===== config.mk =====
export PLATFORM = sky130hd
export DESIGN_NAME = nand_cpyback_seq
export DESIGN_NICKNAME = d
export VERILOG_FILES = /design/src/rtl/nand_cb_pkg.sv /design/src/rtl/nand_cb_rstsync.sv /design/src/rtl/nand_cb_sync.sv /design/src/rtl/nand_cb_timer.sv /design/src/rtl/nand_cb_ctrl.sv /design/src/rtl/nand_cpyback_seq.sv
export SDC_FILE = /design/constraint.sdc
export NUM_CORES = 1
export LEC_CHECK = 0
export ABC_AREA = 1
export BUFFER_PORTS_ARGS = -buffer_cell sky130_fd_sc_hd__clkbuf_2
export CAP_MARGIN = 40
export CORE_UTILIZATION = 60
export CTS_BUF_LIST = sky130_fd_sc_hd__clkbuf_16
export CTS_CLUSTER_DIAMETER = 200
export DETAILED_ROUTE_END_ITERATION = 10
export PLACE_DENSITY = 0.85
export SLEW_MARGIN = 20
export SYNTH_ARGS = -nofsm -noshare
export SYNTH_HDL_FRONTEND = slang
export SYNTH_SLANG_ARGS = --single-unit

===== constraint.sdc =====
create_clock -name clk -period 5.6 [get_ports clk]
set_input_delay 1.4 -clock clk [delete_from_list [all_inputs] [get_ports clk]]
set_output_delay 1.4 -clock clk [all_outputs]
set_load 0.02 [all_outputs]

===== src/rtl/nand_cb_pkg.sv =====
package nand_cb_pkg;

  typedef enum logic [3:0] {
    S_IDLE,
    S_RCMD,
    S_RADR,
    S_RWAIT,
    S_PCMD,
    S_PADR,
    S_PCONF,
    S_PWAIT,
    S_SCMD,
    S_SREAD,
    S_DONE
  } seq_st_e;

  localparam logic [7:0] OP_READ = 8'h00;
  localparam logic [7:0] OP_CPYB = 8'h8A;
  localparam logic [7:0] OP_CONF = 8'h10;
  localparam logic [7:0] OP_STAT = 8'h70;

  localparam int ST_RDY_BIT  = 6;
  localparam int ST_FAIL_BIT = 0;

endpackage


===== src/rtl/nand_cb_rstsync.sv =====
module nand_cb_rstsync (
  input  logic clk,
  input  logic rst_n,
  output logic rst_n_o
);

  logic [1:0] sh_q;

  always_ff @(posedge clk or negedge rst_n) begin
    if (!rst_n) sh_q <= 2'b00;
    else        sh_q <= {sh_q[0], 1'b1};
  end

  assign rst_n_o = sh_q[1];

endmodule


===== src/rtl/nand_cb_sync.sv =====
module nand_cb_sync #(
  parameter int STAGES = 2
) (
  input  logic clk,
  input  logic rst_n,
  input  logic d_i,
  output logic q_o
);

  logic [STAGES-1:0] ff_q;

  always_ff @(posedge clk or negedge rst_n) begin
    if (!rst_n) ff_q <= '0;
    else        ff_q <= {ff_q[STAGES-2:0], d_i};
  end

  assign q_o = ff_q[STAGES-1];

endmodule


===== src/rtl/nand_cb_timer.sv =====
module nand_cb_timer #(
  parameter int WAIT_MIN = 4,
  parameter int TMO_CYC  = 65535
) (
  input  logic clk,
  input  logic rst_n,
  input  logic clr_i,
  input  logic run_i,
  output logic min_ok_o,
  output logic tmo_o
);

  localparam int CW = $clog2(TMO_CYC + 1);
  localparam logic [CW-1:0] MIN_V = CW'(WAIT_MIN);
  localparam logic [CW-1:0] TMO_V = CW'(TMO_CYC);

  logic [CW-1:0] cnt_q, cnt_d;
  logic          cnt_en;

  always_comb begin
    cnt_en = clr_i || (run_i && (cnt_q != TMO_V));
    cnt_d  = clr_i ? '0 : cnt_q + 1'b1;
  end

  always_ff @(posedge clk or negedge rst_n) begin
    if (!rst_n)      cnt_q <= '0;
    else if (cnt_en) cnt_q <= cnt_d;
  end

  assign min_ok_o = (cnt_q >= MIN_V);
  assign tmo_o    = (cnt_q == TMO_V);

endmodule


===== src/rtl/nand_cb_ctrl.sv =====
module nand_cb_ctrl
  import nand_cb_pkg::*;
#(
  parameter int ADDR_BYTES = 3,
  parameter int PLANE_BIT  = 14,
  localparam int AW = 8 * ADDR_BYTES,
  localparam int IW = (ADDR_BYTES > 1) ? $clog2(ADDR_BYTES) : 1
) (
  input  logic          clk,
  input  logic          rst_n,
  input  logic          start_i,
  input  logic [AW-1:0] src_i,
  input  logic [AW-1:0] dst_i,
  input  logic          rb_rdy_i,
  input  logic          min_ok_i,
  input  logic          tmo_i,
  input  logic [7:0]    stat_i,
  output logic          tclr_o,
  output logic          trun_o,
  output logic [7:0]    bus_o,
  output logic          bus_oe_o,
  output logic          cle_o,
  output logic          ale_o,
  output logic          we_n_o,
  output logic          re_n_o,
  output logic          ce_n_o,
  output logic          done_o,
  output logic          fail_o,
  output logic          err_plane_o,
  output logic          err_tmo_o
);

  localparam logic [IW-1:0] LAST_IDX = IW'(ADDR_BYTES - 1);

  seq_st_e       st_q, st_d;
  logic          ph_q, ph_d;
  logic [IW-1:0] idx_q, idx_d;
  logic [AW-1:0] src_q, dst_q;
  logic          addr_ld;
  logic [7:0]    stat_q;
  logic          stat_ld;
  logic          fail_q, fail_d;
  logic          perr_q, perr_d;
  logic          terr_q, terr_d;
  logic          wr_slot;

  // next-state
  always_comb begin
    st_d    = st_q;
    ph_d    = ph_q;
    idx_d   = idx_q;
    fail_d  = fail_q;
    perr_d  = perr_q;
    terr_d  = terr_q;
    addr_ld = 1'b0;
    stat_ld = 1'b0;
    tclr_o  = 1'b0;
    unique case (st_q)
      S_IDLE: begin
        if (start_i) begin
          fail_d  = 1'b0;
          terr_d  = 1'b0;
          addr_ld = 1'b1;
          ph_d    = 1'b0;
          idx_d   = '0;
          if (src_i[PLANE_BIT] != dst_i[PLANE_BIT]) begin
            perr_d = 1'b1;
            st_d   = S_DONE;
          end else begin
            perr_d = 1'b0;
            st_d   = S_RCMD;
          end
        end
      end
      S_RCMD, S_PCMD: begin
        ph_d = ~ph_q;
        if (ph_q) begin
          idx_d = '0;
          st_d  = (st_q == S_RCMD) ? S_RADR : S_PADR;
        end
      end
      S_RADR, S_PADR: begin
        ph_d = ~ph_q;
        if (ph_q) begin
          if (idx_q == LAST_IDX) begin
            if (st_q == S_RADR) begin
              st_d   = S_RWAIT;
              tclr_o = 1'b1;
            end else begin
              st_d = S_PCONF;
            end
          end else begin
            idx_d = idx_q + 1'b1;
          end
        end
      end
      S_PCONF: begin
        ph_d = ~ph_q;
        if (ph_q) begin
          st_d   = S_PWAIT;
          tclr_o = 1'b1;
        end
      end
      S_RWAIT, S_PWAIT: begin
        if (tmo_i) begin
          terr_d = 1'b1;
          st_d   = S_DONE;
        end else if (min_ok_i && rb_rdy_i) begin
          ph_d = 1'b0;
          st_d = (st_q == S_RWAIT) ? S_PCMD : S_SCMD;
        end
      end
      S_SCMD: begin
        ph_d = ~ph_q;
        if (ph_q) st_d = S_SREAD;
      end
      S_SREAD: begin
        ph_d = ~ph_q;
        if (!ph_q) begin
          stat_ld = 1'b1;
        end else if (stat_q[ST_RDY_BIT]) begin
          fail_d = stat_q[ST_FAIL_BIT];
          st_d   = S_DONE;
        end else if (tmo_i) begin
          terr_d = 1'b1;
          st_d   = S_DONE;
        end
      end
      S_DONE:  st_d = S_IDLE;
      default: st_d = S_IDLE;
    endcase
  end

  // registers
  always_ff @(posedge clk or negedge rst_n) begin
    if (!rst_n) begin
      st_q   <= S_IDLE;
      ph_q   <= 1'b0;
      idx_q  <= '0;
      fail_q <= 1'b0;
      perr_q <= 1'b0;
      terr_q <= 1'b0;
    end else begin
      st_q   <= st_d;
      ph_q   <= ph_d;
      idx_q  <= idx_d;
      fail_q <= fail_d;
      perr_q <= perr_d;
      terr_q <= terr_d;
    end
  end

  always_ff @(posedge clk or negedge rst_n) begin
    if (!rst_n) begin
      src_q <= '0;
      dst_q <= '0;
    end else if (addr_ld) begin
      src_q <= src_i;
      dst_q <= dst_i;
    end
  end

  always_ff @(posedge clk or negedge rst_n) begin
    if (!rst_n)       stat_q <= '0;
    else if (stat_ld) stat_q <= stat_i;
  end

  // outputs
  always_comb begin
    unique case (st_q)
      S_RCMD:  bus_o = OP_READ;
      S_RADR:  bus_o = src_q[8*idx_q +: 8];
      S_PCMD:  bus_o = OP_CPYB;
      S_PADR:  bus_o = dst_q[8*idx_q +: 8];
      S_PCONF: bus_o = OP_CONF;
      S_SCMD:  bus_o = OP_STAT;
      default: bus_o = 8'h00;
    endcase
  end

  assign wr_slot = (st_q == S_RCMD) || (st_q == S_RADR) || (st_q == S_PCMD) ||
                   (st_q == S_PADR) || (st_q == S_PCONF) || (st_q == S_SCMD);

  assign bus_oe_o    = wr_slot;
  assign cle_o       = (st_q == S_RCMD) || (st_q == S_PCMD) ||
                       (st_q == S_PCONF) || (st_q == S_SCMD);
  assign ale_o       = (st_q == S_RADR) || (st_q == S_PADR);
  assign we_n_o      = !(wr_slot && !ph_q);
  assign re_n_o      = !((st_q == S_SREAD) && !ph_q);
  assign ce_n_o      = (st_q == S_IDLE) || (st_q == S_DONE);
  assign done_o      = (st_q == S_DONE);
  assign trun_o      = (st_q == S_RWAIT) || (st_q == S_PWAIT) ||
                       (st_q == S_SCMD) || (st_q == S_SREAD);
  assign fail_o      = fail_q;
  assign err_plane_o = perr_q;
  assign err_tmo_o   = terr_q;

endmodule


===== src/rtl/nand_cpyback_seq.sv =====
module nand_cpyback_seq #(
  parameter int ADDR_BYTES = 3,
  parameter int PLANE_BIT  = 14,
  parameter int WAIT_MIN   = 4,
  parameter int TMO_CYC    = 65535,
  localparam int AW = 8 * ADDR_BYTES
) (
  input  logic          clk,
  input  logic          rst_n,
  input  logic          start_i,
  input  logic [AW-1:0] src_addr_i,
  input  logic [AW-1:0] dst_addr_i,
  input  logic          rb_n_i,
  input  logic [7:0]    bus_i,
  output logic [7:0]    bus_o,
  output logic          bus_oe_o,
  output logic          cle_o,
  output logic          ale_o,
  output logic          we_n_o,
  output logic          re_n_o,
  output logic          ce_n_o,
  output logic          done_o,
  output logic          fail_o,
  output logic          err_plane_o,
  output logic          err_tmo_o
);

  logic rst_n_s;
  logic rb_rdy;
  logic min_ok, tmo;
  logic tclr, trun;

  nand_cb_rstsync u_rst (
    .clk     (clk),
    .rst_n   (rst_n),
    .rst_n_o (rst_n_s)
  );

  nand_cb_sync #(.STAGES(2)) u_rb (
    .clk   (clk),
    .rst_n (rst_n_s),
    .d_i   (rb_n_i),
    .q_o   (rb_rdy)
  );

  nand_cb_timer #(.WAIT_MIN(WAIT_MIN), .TMO_CYC(TMO_CYC)) u_tmr (
    .clk      (clk),
    .rst_n    (rst_n_s),
    .clr_i    (tclr),
    .run_i    (trun),
    .min_ok_o (min_ok),
    .tmo_o    (tmo)
  );

  nand_cb_ctrl #(.ADDR_BYTES(ADDR_BYTES), .PLANE_BIT(PLANE_BIT)) u_ctl (
    .clk         (clk),
    .rst_n       (rst_n_s),
    .start_i     (start_i),
    .src_i       (src_addr_i),
    .dst_i       (dst_addr_i),
    .rb_rdy_i    (rb_rdy),
    .min_ok_i    (min_ok),
    .tmo_i       (tmo),
    .stat_i      (bus_i),
    .tclr_o      (tclr),
    .trun_o      (trun),
    .bus_o       (bus_o),
    .bus_oe_o    (bus_oe_o),
    .cle_o       (cle_o),
    .ale_o       (ale_o),
    .we_n_o      (we_n_o),
    .re_n_o      (re_n_o),
    .ce_n_o      (ce_n_o),
    .done_o      (done_o),
    .fail_o      (fail_o),
    .err_plane_o (err_plane_o),
    .err_tmo_o   (err_tmo_o)
  );

endmodule


### Word-level counts from Yosys, hierarchy flattened

Cells that the tools add are included.

| operators by class | value |
|---|---|
| bitwise logic cells | 1 |
| reduce and logical (&&, ||, !) cells | 36 |
| shifts and indexed selects | 2 |
| magnitude comparators | 1 |
| divide/modulo/power cells | 0 |
| multiply operators | 0 |
| eq/ne operators | 28 |
| add/subtract/negate cells | 2 |
| multiplexer cells | 44 |

Operators by type and width:

| kind | number |
|---|---|
| two-way mux 4 bit | 13 |
| variable part select 24 x 6 -> 8 bit | 2 |
| case mux 8 bit (5 select lines) | 1 |
| case mux 4 bit (7 select lines) | 1 |
| two-way mux 1 bit | 17 |
| adder 16 x 1 -> 16 bit, second input constant | 1 |
| == test 16 bit, second input constant | 1 |
| == test 4 x 3 -> 1 bit, second input constant | 4 |
| greater-or-equal comparator 16 x 3 -> 1 bit, second input constant | 1 |
| two-way mux 16 bit | 1 |
| inequality test 16 bit, second input constant | 1 |
| inequality test 2 x 1 -> 1 bit, second input constant | 8 |
| logical OR 1 bit | 14 |
| == test 4 bit, second input constant | 3 |
| AND reduction 4 bit | 3 |
| AND reduction 9 bit | 1 |
| nonzero test 3 bit | 3 |
| == test 4 x 2 -> 1 bit, second input constant | 2 |
| two-way mux 2 bit | 4 |
| inequality test 2 bit, second input constant | 4 |
| OR reduction 7 bit | 1 |
| two-way mux 3 bit | 2 |
| inequality test 3 x 2 -> 1 bit, second input constant | 2 |
| case mux 1 bit (3 select lines) | 2 |
| other kinds (14) | 22 |

| storage, ports and cells | value |
|---|---|
| memories kept | 0 |
| input port bits | 60 |
| word-level logic and storage cells | 126 |
| RAM bits | 0 |
| output and inout port bits | 18 |
| bits in latches | 0 |
| memory bits (read-only) | 0 |
| bits in registers | 85 |

### Logic depth before layout (Yosys ltp)

| logic depth | value |
|---|---|
| depth in word-level cells | 8 |
| depth in mapped cells | 12 |
| mapped depth without buffers | 11 |

### Cells and area by module

Synthesis repeated with hierarchy kept, for this count alone.

| second synthesis, totals | value |
|---|---|
| cells, all modules | 524 |
| area total of the unflattened synthesis | 4,466.8 um^2 |

By module, submodules not included:

| module | area an instance (um^2) | times used | cells an instance |
|---|---|---|---|
| nand_cb_ctrl | 3,253.1 | 1 | 367 |
| nand_cb_timer | 1,109.8 | 1 | 152 |
| nand_cb_rstsync | 53.8 | 1 | 3 |
| nand_cb_sync | 50.0 | 1 | 2 |

### Worst setup path after synthesis

No wires, ideal clock.

| timing | value |
|---|---|
| path type | reg-to-output |
| start | reg u_ctl.st_q[3] |
| end | out bus_o[1] |
| cell stages (with the launch flop) | 9 |
| path buffers | 1 |
| path slack | 2.627 ns |
| arrival time | 1.573 ns |
| required time | 4.200 ns |
| path through | dfrtp_1 buf_2 nor2_4 nand2_4 nand2_2 inv_2 nor2_2 a21oi_1 o21ai_1 |

| on the way | value |
|---|---|
| word-level cells in the longest chain between the ends | 2 |

Ends and longest elaborated chain:

| what | line | RTL |
|---|---|---|
| start, declared | nand_cb_ctrl.sv:35 | `seq_st_e st_q, st_d;` |
| start signal, assigned | nand_cb_ctrl.sv:144 | `st_q <= st_d;` |
| == test 4 bit (tied with other cells) | nand_cb_ctrl.sv:170 | `unique case (st_q)` |
| case mux 8 bit (5 select lines) (*) | nand_cb_ctrl.sv:170 |  |
| end, declared | nand_cpyback_seq.sv:15 | `output logic [7:0] bus_o,` |

Every way passes the cells marked *; elsewhere a longest branch is shown, timed or not.

### Worst setup path after layout

| timing | value |
|---|---|
| start | reg u_ctl.st_q[3] |
| end | out bus_o[3] |

The elaborated chain is that of the path after synthesis.

==> run metrics <==
async set-reset flop share out of synthesis=100.0%; DRC=0; synth unique cells=32; CP Class=reg -> out; Tmin final=3.764 ns; CP max stage delay=0.52 ns; Filler Cells Inserted=557; syn_nets=645; leakage=2.681 nW; FF-to-FF setup slack=3.40 ns; vias per inst=around 5.4; synth top area cells=dfrtp_1 (47%), nand2_1 (20%), o21ai_0 (5.9%), inv_1 (4.7%), nand3_1 (2.9%); die area=approximately 0.0075 mm^2; postcts setup bufs=0; Clock Skew=around 0.0067 ns; status=complete, no violations; worst path required time=4.20 ns; Post-Synthesis Cells=582; vias in the first global route=3756; clk sink count=80; Hold Buf Count CTS=0; Sw Pwr=0.001231 W; Setup-failing EPs final=0; synthesis-to-layout area growth=17.74%; CP cell instances=nor2_4, nand2_4, nand2_2, inv_2, nor2_2, a21oi_1, o21ai_1, clkbuf_2; clk_lat worst skew=0.33 ns; Crit. End Element=output port; routed len/inst=13.96 um; Max Cap Viol=0; CTS tree=built; relative slew slack=60.07%; Synth warnings=0; Core Box Area=just under 0.007 mm^2; area leader, netlist=dfrtp_1; I/O Pins=78; f_max=265.7 MHz; ys flop type=dfrtp_1; reg2reg path depth=8; Synth top cells by count=nand2_1 (227), dfrtp_1 (80), inv_1 (54); fin crit share=67.21%; Antenna Diode Count=0; Port Buf Inserts=71; nets=about 700; EDFF count, synth=0; Detailed Place HPWL=7212 um; Comb pwr share=42.3%; Clock Power Share=23.3%; Synth Cell Area=0.004294 mm^2; post-synthesis sequential area ratio=46.62%; GRT Util Overall=30.03%; Initial Util=a little over three fifths; cts repair resizes=0; sw frac=42.71%; maximum fanout along the worst path=between 40 and 50; total global routing overflow=0; top-count cell post-synth=nand2_1; Final GP Congestion=0.8552; setup_tns=0 ns; Pre-Repair DR Iteration Count=6; Worst Max-Slew Pin Slew=0.5990 ns; post-route ant nets=0; Pins Over Slew Limit=0; Seq. cell area=0.002006 mm^2; largest net degree at the start of global routing=69; Mapped Avg Cell Area=7.378 um^2; r2r startpoint=u_ctl.idx_q[0]$_DFFE_PN0P_; Int Pwr=0.001651 W; RSZ-0062 raised after global routing=no; initial DRC count=331; area taken by multi-input logic gates=0.001962 mm^2; P per Cell Area=569.8 mW/mm^2; Seq cells post-synth=80; layout cells sized above 1=between 10% and 20%; first-pass GRT wire length=between 15000 and 20000 um; Root Driver=clkbuf_16; H-tree depth=3; clock buffer count from CTS=9; die height=between 80 and 90 um; worst hold margin=0.3076 ns; clk buf depth=2; sequential share of power=34.5%; VDD IR max=339.6 uV; overall routed net length=10450 um; CP startpoint kind=flop; Synth top area share=46.62%; die width=86.60 um; via count=4051; clk slew on worst S/H paths=~0.060 ns; reg-to-reg endpoint=u_tmr.cnt_q[11]$_DFFE_PN0P_; # rows=30; class of the worst hold path=reg -> async; slowest cell on the critical path=dfrtp_1; initial antenna violation count=0; Hold Fails Final Rpt=0; Arrival @ worst endpoint=2.36 ns
## how the worst max path moves through the flow
stage / cells past startpoint / from / end / slack (ns)
after floorplan: 8 / u_ctl.st_q[3]$_DFFE_PN0P_ / bus_o[1] / 2.63
after global placement: 8 / u_ctl.st_q[3]$_DFFE_PN0P_ / bus_o[6] / 2.24
after detailed placement: 8 / u_ctl.st_q[3]$_DFFE_PN0P_ / bus_o[6] / 2.22
after CTS: 8 / u_ctl.st_q[3]$_DFFE_PN0P_ / bus_o[6] / 1.86
after global routing: 8 / u_ctl.st_q[3]$_DFFE_PN0P_ / bus_o[4] / 1.68
final: 8 / u_ctl.st_q[3]$_DFFE_PN0P_ / bus_o[3] / 1.84
## power groups by stage
stage	clock [W]	combinational, W	sequential, W
after floorplan	0	0.000932	0.000938
after global placement	0	0.00114	0.000989
after detailed placement	0	0.00120	0.000993
after CTS	0.000670	0.00121	0.000986
after global routing	0.000699	0.00138	0.00102
final	0.000670	0.00122	0.000993
## cell usage in the layout (no fill, tap or decap)
master     count
clkbuf_16      9
a21oi_1       21
xnor2_1        2
buf_4          2
o21ai_1        7
o21ai_2        1
buf_12         1
nor3_2         1
dfrtp_1       79
xor2_1         3
bufinv_16      3
buf_8          1
conb_1         1
dfrtp_4        1
nand3b_1       3
o2111ai_1      1
ha_1           3
nor2_2         8
or2_0          1
o21ai_0       51
inv_1         55
clkinv_4       1
nor3_4         1
a31oi_1        1
o211ai_1      10
nand3_1       25
nor3_1         6
clkinv_2       2
nand4_1       11
clkbuf_2      71
or2_2          2
nor2_1        24
nand2_1      227
nand2_4        2
nand2_2        5
inv_2          6
nor2_4         4
## flip-flops by register name, indices dropped and copies added (netlist names)
register and cells:
u_ctl.err_plane_o 1, u_tmr.cnt_q 16, u_ctl.st_q 4, u_rb.ff_q 2, u_ctl.fail_o 1, u_ctl.ph_q 1, u_ctl.dst_q 24, u_ctl.idx_q 2
u_rst.sh_q 2, u_ctl.src_q 24, u_ctl.err_tmo_o 1, u_ctl.stat_q 2
## layout make-up
class                      count  share of cell area (%)
clock inverter                 7                   2.227
inverter                      60                   4.454
sequential                    80                   39.67
multi-input combinational    421                   38.80
timing repair buffer          75                   8.018
tap                           96                   2.376
clock buffer                   9                   4.454
## critical path: cells and delay by family, from the launching register on
kind            cells  cell delay, ns
compound gates      2            0.27
buf+inv             2            0.32
simple gates        4            0.94
flops               1            0.52
## per-stage QoR
step                instances  area, um^2  power, W  utilization (%)  setup slack [ns]
floorplan                 582        4294  0.001870                -             2.627
global placement          730        4683  0.002126            68.18             2.244
detailed placement        732        4718  0.002190            68.69             2.223
CTS                       748        5056  0.002869            73.61             1.859
global route              748        5056  0.003092            73.61             1.681
finish                    748        5056  0.002881            73.61             1.836
## logic make-up (layout without fill, tap and decap cells)
| family | after synthesis | in the layout | share of synthesized area [%] |
|---|---|---|---|
| AOI/OAI and AO/OA | 92 | 92 | 11.51 |
| xor gates and xnor gates | 5 | 5 | 1.020 |
| adders and majority gates | 3 | 3 | 0.8742 |
| buffers and inverters | 81 | 151 | 7.692 |
| DFF | 80 | 80 | 46.62 |
| other | 1 | 1 | 0.08733 |
| and+or+nand+nor | 320 | 320 | 32.20 |
## layer usage
metal	GRT usage, %	share of wire, %	routed length, um
met1	40.93	43	4530
met2	47.26	48	5026
met3	4.952	5.7	594
met4	13.94	2.8	294
met5	0	0	0
Power figures use the tool's default switching activity.
